--- src/rtl/gpio_pkg.sv ---
package gpio_pkg;

  typedef enum logic [1:0] {
    SEL_NONE = 2'd0,
    SEL_DATA = 2'd1,
    SEL_SET  = 2'd2,
    SEL_CLR  = 2'd3
  } reg_sel_e;

  function automatic int unsigned set_offset(input int unsigned width);
    return width / 8;
  endfunction

  function automatic int unsigned clr_offset(input int unsigned width);
    return 2 * (width / 8);
  endfunction

endpackage

--- src/rtl/gpio_decode.sv ---
module gpio_decode
  import gpio_pkg::*;
#(
  parameter int unsigned DATA_W     = 32,
  parameter int unsigned ADDR_W     = 8,
  parameter bit          HAS_SETCLR = 1'b1
) (
  input  logic [ADDR_W-1:0] addr,
  output reg_sel_e          sel
);
  localparam logic [ADDR_W-1:0] DATA_A = '0;
  localparam logic [ADDR_W-1:0] SET_A  = ADDR_W'(set_offset(DATA_W));
  localparam logic [ADDR_W-1:0] CLR_A  = ADDR_W'(clr_offset(DATA_W));

  always_comb begin
    sel = SEL_NONE;
    if (addr == DATA_A)
      sel = SEL_DATA;
    else if (HAS_SETCLR && addr == SET_A)
      sel = SEL_SET;
    else if (HAS_SETCLR && addr == CLR_A)
      sel = SEL_CLR;
  end
endmodule

--- src/rtl/gpio_sync.sv ---
module gpio_sync #(
  parameter int unsigned DATA_W = 32,
  parameter int unsigned STAGES = 2
) (
  input  logic              clk,
  input  logic [DATA_W-1:0] d,
  output logic [DATA_W-1:0] q
);
  logic [DATA_W-1:0] chain [STAGES];

  always_ff @(posedge clk) chain[0] <= d;

  for (genvar s = 1; s < STAGES; s++) begin : g_stage
    always_ff @(posedge clk) chain[s] <= chain[s-1];
  end

  assign q = chain[STAGES-1];
endmodule

--- src/rtl/gpio_latch.sv ---
module gpio_latch
  import gpio_pkg::*;
#(
  parameter int unsigned DATA_W = 32
) (
  input  logic              clk,
  input  logic              rst,
  input  logic              wr_en,
  input  reg_sel_e          sel,
  input  logic [DATA_W-1:0] wdata,
  output logic [DATA_W-1:0] q
);
  logic [DATA_W-1:0] q_next;

  always_comb begin
    q_next = q;
    if (wr_en) begin
      unique case (sel)
        SEL_DATA: q_next = wdata;
        SEL_SET:  q_next = q | wdata;
        SEL_CLR:  q_next = q & ~wdata;
        default:  q_next = q;
      endcase
    end
  end

  always_ff @(posedge clk) begin
    if (rst) q <= '0;
    else     q <= q_next;
  end
endmodule

--- src/rtl/gpio_view.sv ---
module gpio_view #(
  parameter int unsigned DATA_W      = 32,
  parameter bit          PIN_REVERSE = 1'b0
) (
  input  logic [DATA_W-1:0] regbits,
  output logic [DATA_W-1:0] pins
);
  for (genvar n = 0; n < DATA_W; n++) begin : g_pin
    if (PIN_REVERSE) begin : g_rev
      assign pins[n] = regbits[DATA_W-1-n];
    end else begin : g_fwd
      assign pins[n] = regbits[n];
    end
  end
endmodule

--- src/rtl/mmio_gpio_port.sv ---
module mmio_gpio_port
  import gpio_pkg::*;
#(
  parameter int unsigned DATA_W      = 32,
  parameter int unsigned ADDR_W      = 8,
  parameter bit          HAS_SETCLR  = 1'b1,
  parameter bit          PIN_REVERSE = 1'b0,
  parameter int unsigned SYNC_STAGES = 2
) (
  input  logic              clk,
  input  logic              rst,
  input  logic              bus_valid,
  input  logic              bus_write,
  input  logic [ADDR_W-1:0] bus_addr,
  input  logic [DATA_W-1:0] bus_wdata,
  output logic [DATA_W-1:0] bus_rdata,
  input  logic [DATA_W-1:0] pin_in,
  output logic [DATA_W-1:0] pin_out,
  output logic [DATA_W-1:0] pin_view
);
  reg_sel_e          sel;
  logic [DATA_W-1:0] pin_sync;
  logic              wr_en;
  logic              rd_en;

  assign wr_en = bus_valid &  bus_write;
  assign rd_en = bus_valid & ~bus_write;

  gpio_decode #(.DATA_W(DATA_W), .ADDR_W(ADDR_W), .HAS_SETCLR(HAS_SETCLR)) u_dec (
    .addr (bus_addr),
    .sel  (sel)
  );

  gpio_latch #(.DATA_W(DATA_W)) u_latch (
    .clk   (clk),
    .rst   (rst),
    .wr_en (wr_en),
    .sel   (sel),
    .wdata (bus_wdata),
    .q     (pin_out)
  );

  gpio_sync #(.DATA_W(DATA_W), .STAGES(SYNC_STAGES)) u_sync (
    .clk (clk),
    .d   (pin_in),
    .q   (pin_sync)
  );

  gpio_view #(.DATA_W(DATA_W), .PIN_REVERSE(PIN_REVERSE)) u_view (
    .regbits (pin_out),
    .pins    (pin_view)
  );

  always_ff @(posedge clk) begin
    if (rst)
      bus_rdata <= '0;
    else if (rd_en)
      bus_rdata <= (sel == SEL_DATA) ? pin_sync : '0;
  end
endmodule

--- config.mk ---
export PLATFORM = sky130hd
export DESIGN_NAME = mmio_gpio_port
export DESIGN_NICKNAME = d
export VERILOG_FILES = /design/src/rtl/gpio_pkg.sv /design/src/rtl/gpio_decode.sv /design/src/rtl/gpio_sync.sv /design/src/rtl/gpio_latch.sv /design/src/rtl/gpio_view.sv /design/src/rtl/mmio_gpio_port.sv
export SDC_FILE = /design/constraint.sdc
export NUM_CORES = 1
export LEC_CHECK = 0
export ABC_AREA = 1
export CAP_MARGIN = 25
export CORE_UTILIZATION = 50
export CTS_BUF_LIST = sky130_fd_sc_hd__clkbuf_16
export DETAILED_ROUTE_END_ITERATION = 10
export GPL_TIMING_DRIVEN = 0
export PLACE_DENSITY = 0.94
export SLEW_MARGIN = 0
export SYNTH_ARGS = -nofsm -noshare
export SYNTH_HDL_FRONTEND = slang
export SYNTH_SLANG_ARGS = --single-unit
export TNS_END_PERCENT = 50
--- constraint.sdc ---
create_clock -name clk -period 1.7 [get_ports clk]
set_input_delay 0.255 -clock clk [delete_from_list [all_inputs] [get_ports clk]]
set_output_delay 0.255 -clock clk [all_outputs]
set_load 0.05 [all_outputs]
### Word-level counts from Yosys, hierarchy flattened

Memory sizes are Yosys's and may differ from the RTL's.
Cells that the tools add are included.

* mux-type cells: 5
* multipliers: 0
* reductions and logical operators: 3
* bitwise logic cells: 6
* div/mod/pow operators: 0
* add/sub/neg operators: 0
* equality and inequality tests: 5
* shift-type cells: 0
* magnitude comparators: 0

Operators with widths (count)
* one-hot mux 32 bit (3 select lines): 1
* AND 32 bit: 1
* 2-to-1 mux 32 bit: 1
* inverter 32 bit: 1
* bitwise OR 32 bit: 1
* == test 8 x 3 -> 1 bit, second input constant: 1
* == test 8 x 4 -> 1 bit, second input constant: 1
* zero test 8 bit: 1
* 2-to-1 mux 2 bit: 3
* == test 2 bit, second input constant: 2
* nonzero test 3 bit: 1
* AND 1 bit: 2
* == test 2 x 1 -> 1 bit, second input constant: 1
* AND reduction 2 bit: 1
* inverter 1 bit: 1

* bits of input ports: 76
* bits in writable memories: 64
* bits in latches: 0
* memories kept: 1
* ROM bits: 0
* flip-flop bits (word level): 64
* output and inout bits: 96

Memories
* u_sync.chain: words 2, width 32, rd ports 2, clocked after memory_dff 0, write ports 2, RTL line gpio_sync.sv:9 `logic [DATA_W-1:0] chain [STAGES];`

### Longest topological paths before layout

Gate-level depths: netlist of the first run.

* depth after elaboration: 7
* depth in mapped cells: 8

### Hierarchy

A second synthesis of the first run with hierarchy kept.

* cell total of the unflattened synthesis: 636
* area, all modules: 5041.1 µm²

Modules (own cells, without submodules)
* gpio_latch: area an instance 1722.9 µm², times used 1, cells each 251
* gpio_sync: area an instance 1521.5 µm², times used 1, cells each 96
* mmio_gpio_port: area an instance 1514.0 µm², times used 1, cells each 246
* gpio_view: area an instance 240.2 µm², times used 1, cells each 32
* gpio_decode: area an instance 42.5 µm², times used 1, cells each 11

### Least setup slack after synthesis of the first run

Ideal clock, no wire load.

* path kind: register to register
* start: reg u_latch.q[11]
* end: reg u_latch.q[11]
* cell stages (with the launch flop): 7
* path slack: 496 ps
* arrival: 1134 ps
* buffers on the path: 0
* required time: 1630 ps
* path through: dfxtp_1 > inv_1 > nor2_1 > nand3_1 > nand3_1 > nand2_1 > a21oi_1

* cells in the longest elaborated chain, start to end: 2
* elaborated cells between the ends (all ways): 3

Ends and longest elaborated chain
* from (decl): RTL line gpio_latch.sv:11 `output logic [DATA_W-1:0] q`
* from (signal assigned): RTL line gpio_latch.sv:29 `else q <= q_next;`
* AND 32 bit / bitwise OR 32 bit (equally long branches): RTL line gpio_latch.sv:21, gpio_latch.sv:20
* one-hot mux 32 bit (3 select lines) *: RTL line gpio_latch.sv:18 `unique case (sel)`

Mark *: on every way between the ends. The rest lies on a longest branch, timed or not.
A chain may end at the register's enable or synchronous reset.

### Worst setup path after layout of the first run

* start: reg u_latch.q[17]
* end: out pin_view[17]

RTL lines
* to (decl): RTL line mmio_gpio_port.sv:19 `output logic [DATA_W-1:0] pin_view`

No word-level cell between the ends.

==> impl_metrics.ini, run 1 <==
[power_and_ir_drop]
fin_total_pwr_w = 0.00755
p_per_area_nw_per_um2 = 984
p_comb_share_pct = 9.5
p_seq_share_pct = 42.1
clkPwrFrac_pct = 48.4
p_leak_nw = 3.45
p_int_w = 0.00551
swShare_pct = 27.1
p_sw_w = 0.00204
max-vdd-ir-drop_mv = 0.908

[logic_synthesis]
yosys_warnings = 0
synth_seq_cells = 128
yosysTopAreaCellShare_pct = 47.9
yosysSeqAreaShare_pct = 47.9
synthFlopType = dfxtp_1
synth-async-reset-ratio_pct = 0
yosysTopAreaCell = dfxtp_1
synth.cell_area_sq_um = 5350
synth_edf_count = 0
synth.distinct_cells = 21
synthesis.nets = 749
synth.area.top_cells = dfxtp_1, nand3_1, nand2_1
synth_cells = 673
syn_area_per_cell_sq_um = 7.96

[clocking]
cts_hold_buffers = 0
cts_buffer_depth = 2
clkSlewWorstSetupHoldPaths_ns = 0.06
htree_levels = 4
ctsRootBufferMaster = clkbuf_16
clock-sinks = 128
clk_latency_ns = 0.42
cts_tree = yes
cts_setup_buffers = 0
numCtsBuffers = 17

[worst_setup_path]
worstPathMaxFanout = 4
startpoint_type = flip-flop
endpoint_kind = output port
crit_required_ns = 1.44
reg2reg_to = u_latch.q[21]
crit_arrival_ns = 1.41
r2r_slack_ns = 0.63
worstSetupPathType = reg -> out
timing.rr.start = u_latch.q[21]
reg2regPathDepth = 6

[global_route]
grt_pass1_vias = 5052
grt_usage_pct = 27.1
grt_pass1_wl_mm = 23.9
antenna_found_initial = 0
grt_overflow = 0
grt_max_degree = 17

[final_layout]
fill_cells = 771
antenna_cells = 0
fin_util_pct = 74.0
finalNonFillerCells = 1011
syn_to_final_growth_pct = 43.3
drive_gt1_share_pct = 18.9
nets = 938

[floorplanning]
pin_count = 172
start_util_pct = 51.6
core_area_sq_um = 10400
die_area_sq_um = 11100
dieWidth_microns = 105
rows = 37
fp.dieH_microns = 105

[sta]
postLayoutSetupSlackWorst_ns = 0.0354
tightest_slew_ns = 0.556
fin_crit_ns = 1.66
finalSetupViolCount = 0
rsz0062_at_grt = no
maxSlewHeadroom_pct = 63.1
fin_tns_setup_ns = 0
final_max_slew_viol_count = 0
fmax_mhz = 601
skew_ns = 0.0165
fin_crit_sh_pct = 97.9
hold_viol = 0

[min_path]
holdCritPathClass = in -> reg
holdPathEnd = u_latch.q[0]
worst_hold_startpoint = rst
min_delay_path_depth = 2

[placement]
post-dp-hpwl_mm = 9.72
pre_cts_slack_ns = -0.358
io_buffers = 170
routabilityCongestion = 0.814
placedCellCount = 979

[detailed_routing]
routed-via-count = 5141
dr.pass1.iters = 6
post-route-drc-count = 0
drt_iter0_drc = 360
wl_per_cell_microns = 14.5
vias_per_cell = 5.09
drtAntennaViolNets = 0
wirelength_mm = 14.7

[run_status]
status = complete, no violations

[job]
drv_cap = 0
[cells by family (layout without fill, tap and decap cells)]
group,after synthesis,after routing,synth area share [%]
simple gates,272,272,23.2
compound gates,130,130,15.3
buf+inv,143,345,13.6
flops,128,128,47.9
[metrics by stage]
step | instance area [sq um] | hold slack, ns
floorplan | 5350 | 0.283
global placement | 7230 | 0.310
detailed placement | 7230 | 0.312
CTS | 7710 | 0.190
global route | 7670 | 0.222
finish | 7670 | 0.202
[cell usage after synthesis, types with 3 or more instances]
library cell,instances
dfxtp_1,128
nand2_1,114
nand3_1,97
inv_1,69
a21oi_1,44
buf_4,41
nor2_1,33
o21ai_0,32
o21bai_1,32
a21oi_2,20
nand2_2,20
clkbuf_1,15
buf_2,14
buf_6,3
nor2_2,3
nor2_4,3
[power by group through the flow]
| stage | registers, W | logic [W] | clock network, W |
|---|---|---|---|
| CTS | 0.00318 | 0.000713 | 0.00368 |
| floorplan | 0.00338 | 0.000244 | 0 |
| detailed placement | 0.00324 | 0.000733 | 0 |
| global placement | 0.00323 | 0.000720 | 0 |
| finish | 0.00318 | 0.000715 | 0.00366 |
| global route | 0.00319 | 0.000767 | 0.00384 |
[what timing repair did]
action,4_1_cts,5_1_grt
setup endpoints to repair,96,55
pin swaps,0,0
gates cloned,0,0
resized for setup,104,28
[critical path: stages (launching register included)]
cell and delay, ns:
dfxtp_1 0.37, buf_4 0.12, dlygate4sd2_1 0.52
[sequential cells by signal, indices dropped and copies added (netlist names)]
| register | cells |
|---|---|
| u_sync.chain | 64 |
| u_latch.q | 32 |
| bus_rdata | 32 |
[how the worst max path moves through the flow]
stage | start | endpoint
finish | u_latch.q[17] | pin_view[17]
global route | u_latch.q[10] | pin_view[10]
global placement | bus_valid | bus_rdata[21]
CTS | u_latch.q[21] | pin_view[21]
detailed placement | bus_valid | bus_rdata[3]
floorplan | u_latch.q[11] | u_latch.q[11]
[cell usage in the layout, fill, tap and decap left out, types with 2 or more instances in the layout]
cell	instances
inv_6	4
o21ai_0	32
nand3_1	97
o21bai_1	32
a21oi_1	44
clkdlybuf4s15_1	3
nor2_4	3
nor2_1	32
buf_6	3
nand2_2	20
buf_4	62
clkbuf_2	3
inv_8	4
buf_2	14
dlygate4sd2_1	70
clkbuf_1	14
inv_1	69
clkbuf_16	17
nand2_1	114
nor2_2	4
a21oi_2	20
clkinvlp_4	2
dfxtp_1	128
clkinv_4	3
clkdlybuf4s50_1	74
[layer usage]
metal / GRT usage [%] / wire length (microns)
met5: 0 / 0
met4: 12.1 / 325
met3: 6.31 / 1000
met2: 47.7 / 7650
met1: 31.1 / 5720
[final cells by class]
cell class,count,area (sq um),area share [%]
flip-flops and latches,128,2560,33.4
multi-input cells,402,2060,26.9
repair buffers,170,1550,20.2
plain buffers,73,469,6.12
clock buffers,17,425,5.54
inverters,70,263,3.42
well taps,136,170,2.22
clock inverters,15,168,2.19
Power figures use the tool's default switching activity.
==> inputs of run 2 (changes only) <==
==> constraint.sdc (replaced) <==
create_clock -name clk -period 1.7 [get_ports clk]
set_input_delay 0.34 -clock clk [delete_from_list [all_inputs] [get_ports clk]]
set_output_delay 0.34 -clock clk [all_outputs]
set_load 0.05 [all_outputs]
==> run 2 against run 1 <==
The flow now finishes with violations (setup timing). Register-to-register slack barely moved. Worst setup slack got worse by 0.036 ns. Utilization rose by 1.1 points. Die area did not move. Cell count is the same. Sequential share of layout area is 0.50 points lower. Total power is 0.19% lower. Fmax fell by 2.1%. Clock-buffer cell count is the same. Combinational power about the same. Critical path type unchanged.
==> impl_metrics.ini, run 2 (same netlist as run 1, synthesis figures left out) <==
[worst_setup_path]
cpMaxStageDelayCell = dlygate4sd2_1
crit_arrival_ns = 1.36
path_buf_inv = 1
endpoint_kind = output port
path_depth = 1
timing.rr.start = u_latch.q[21]
crit_chain = dlygate4sd2_1
crit_family = buffers and inverters
reg2regPathDepth = 6
worstPathMaxFanout = 2
crit_required_ns = 1.36
startpoint = bus_rdata[12]
startpoint_type = flip-flop
slowest_delay_ns = 0.58
worstSetupPathType = reg -> out

[floorplanning]
pin_count = 172
core_area_sq_um = 10400
fp.dieH_microns = 105
start_util_pct = 51.6
dieWidth_microns = 105
rows = 37
die_area_sq_um = 11100

[sta]
postLayoutSetupSlackWorst_ns = -0.000831
fin_tns_setup_ns = -0.000831
tightest_slew_ns = 0.557
hold_viol = 0
skew_ns = 0.0177
finalSetupViolCount = 1
maxSlewHeadroom_pct = 63.0
fin_crit_sh_pct = 100
fin_crit_ns = 1.70
fmax_mhz = 588
final_max_slew_viol_count = 0
rsz0062_at_grt = yes

[detailed_routing]
drt_iter0_drc = 352
routed-via-count = 5156
post-route-drc-count = 0
drtAntennaViolNets = 0
wl_per_cell_microns = 14.5
wirelength_mm = 14.7
vias_per_cell = 5.10
dr.pass1.iters = 5

[final_layout]
drive_gt1_share_pct = 21.3
final_cell_mix = dfxtp_1, nand2_1, nand3_1
syn_to_final_growth_pct = 45.5
final_common_cell = dfxtp_1
largest_register_ffs = 64
regMostFlops = u_sync.chain
finalNonFillerCells = 1011
nets = 938
antenna_cells = 0
largestRegisters = u_sync.chain x64, bus_rdata x32, u_latch.q x32
fill_cells = 730

[clocking]
clk_latency_ns = 0.41
clock-sinks = 128
cts_buffer_depth = 2
ctsRootBufferMaster = clkbuf_16
cts_setup_buffers = 0
cts_tree = yes
cts_hold_buffers = 0
htree_levels = 4
numCtsBuffers = 17
clkSlewWorstSetupHoldPaths_ns = 0.07

[power_and_ir_drop]
p_leak_nw = 3.31
clkPwrFrac_pct = 48.3
p_int_w = 0.00551
swShare_pct = 26.9
p_sw_w = 0.00203
max-vdd-ir-drop_mv = 0.908
p_per_area_nw_per_um2 = 967
p_comb_share_pct = 9.5
p_seq_share_pct = 42.2

[global_route]
grt_pass1_wl_mm = 23.8
grt_max_degree = 17
grt_pass1_vias = 5025
grt_overflow = 0
grt_usage_pct = 27.1
antenna_found_initial = 0

[placement]
routabilityCongestion = 0.814
placedCellCount = 979
post-dp-hpwl_mm = 9.72
io_buffers = 170

[min_path]
worst_hold_startpoint = rst
holdCritPathClass = in -> reg
min_delay_path_depth = 2

[run_status]
status = finished with violations
failed_checks = setup timing

[job]
drv_cap = 0
-- run 2: changes by cell type in the layout (fill, tap and decap cells not counted) --
cell	delta
clkbuf_4	+1
nand2_1	-1
clkdlybuf4s15_2	+31
buf_4	-20
clkbuf_1	-5
dlygate4sd2_1	-30
clkdlybuf4s15_1	+15
clkbuf_2	+8
nand2_2	+1
-- run 2: power by group through the flow --
stage | Combinational, W | Sequential (W) | Clock [W]
after floorplan | 0.000244 | 0.00338 | 0
after global placement | 0.000720 | 0.00323 | 0
after detailed placement | 0.000733 | 0.00324 | 0
after CTS | 0.000714 | 0.00318 | 0.00368
after global routing | 0.000769 | 0.00319 | 0.00384
final | 0.000718 | 0.00318 | 0.00364
-- run 2: through the flow --
| stage | power [W] | util (%) | worst slack, ns | hold WS, ns | instance area [sq um] |
|---|---|---|---|---|---|
| after floorplan | 0.00362 | - | 0.416 | 0.310 | 5350 |
| after global placement | 0.00395 | 69.7 | -0.349 | 0.310 | 7230 |
| after detailed placement | 0.00397 | 69.7 | -0.443 | 0.312 | 7230 |
| after CTS | 0.00758 | 75.0 | 0.000540 | 0.275 | 7780 |
| after global routing | 0.00780 | 75.1 | -0.00834 | 0.307 | 7790 |
| final | 0.00754 | 75.1 | -0.000831 | 0.288 | 7790 |
-- run 2: layer usage --
layer	wire length, microns	share of wire, %	GRT usage (%)
met5	0	0	0
met4	272	1.9	11.1
met3	1010	6.9	6.25
met2	7710	53	48.3
met1	5670	39	31.1
-- run 2: path summary, 6_finish.rpt --
kind,to,slack (ns)
worst max-delay path,bus_rdata[12],-0.0008
worst min-delay path,u_latch.q[0],0.29
worst max register to register,u_latch.q[21],0.63
worst min register to register,u_sync.chain[0][51],0.33
-- run 2: timing repair --
action,CTS,global route
setup endpoints to repair,108,51
cloned,0,0
pin swaps,0,0
endpoints found under the hold margin,0,0
resized for setup,163,42
-- run 2: layout make-up --
class / instances / area (sq um) / share of cell area [%]
flip-flops and latches: 128 / 2560 / 32.9
multi-input cells: 402 / 2070 / 26.5
repair buffers: 170 / 1660 / 21.3
plain buffers: 73 / 478 / 6.14
clock buffers: 17 / 425 / 5.46
inverters: 70 / 263 / 3.37
well taps: 136 / 170 / 2.18
clock inverters: 15 / 168 / 2.15
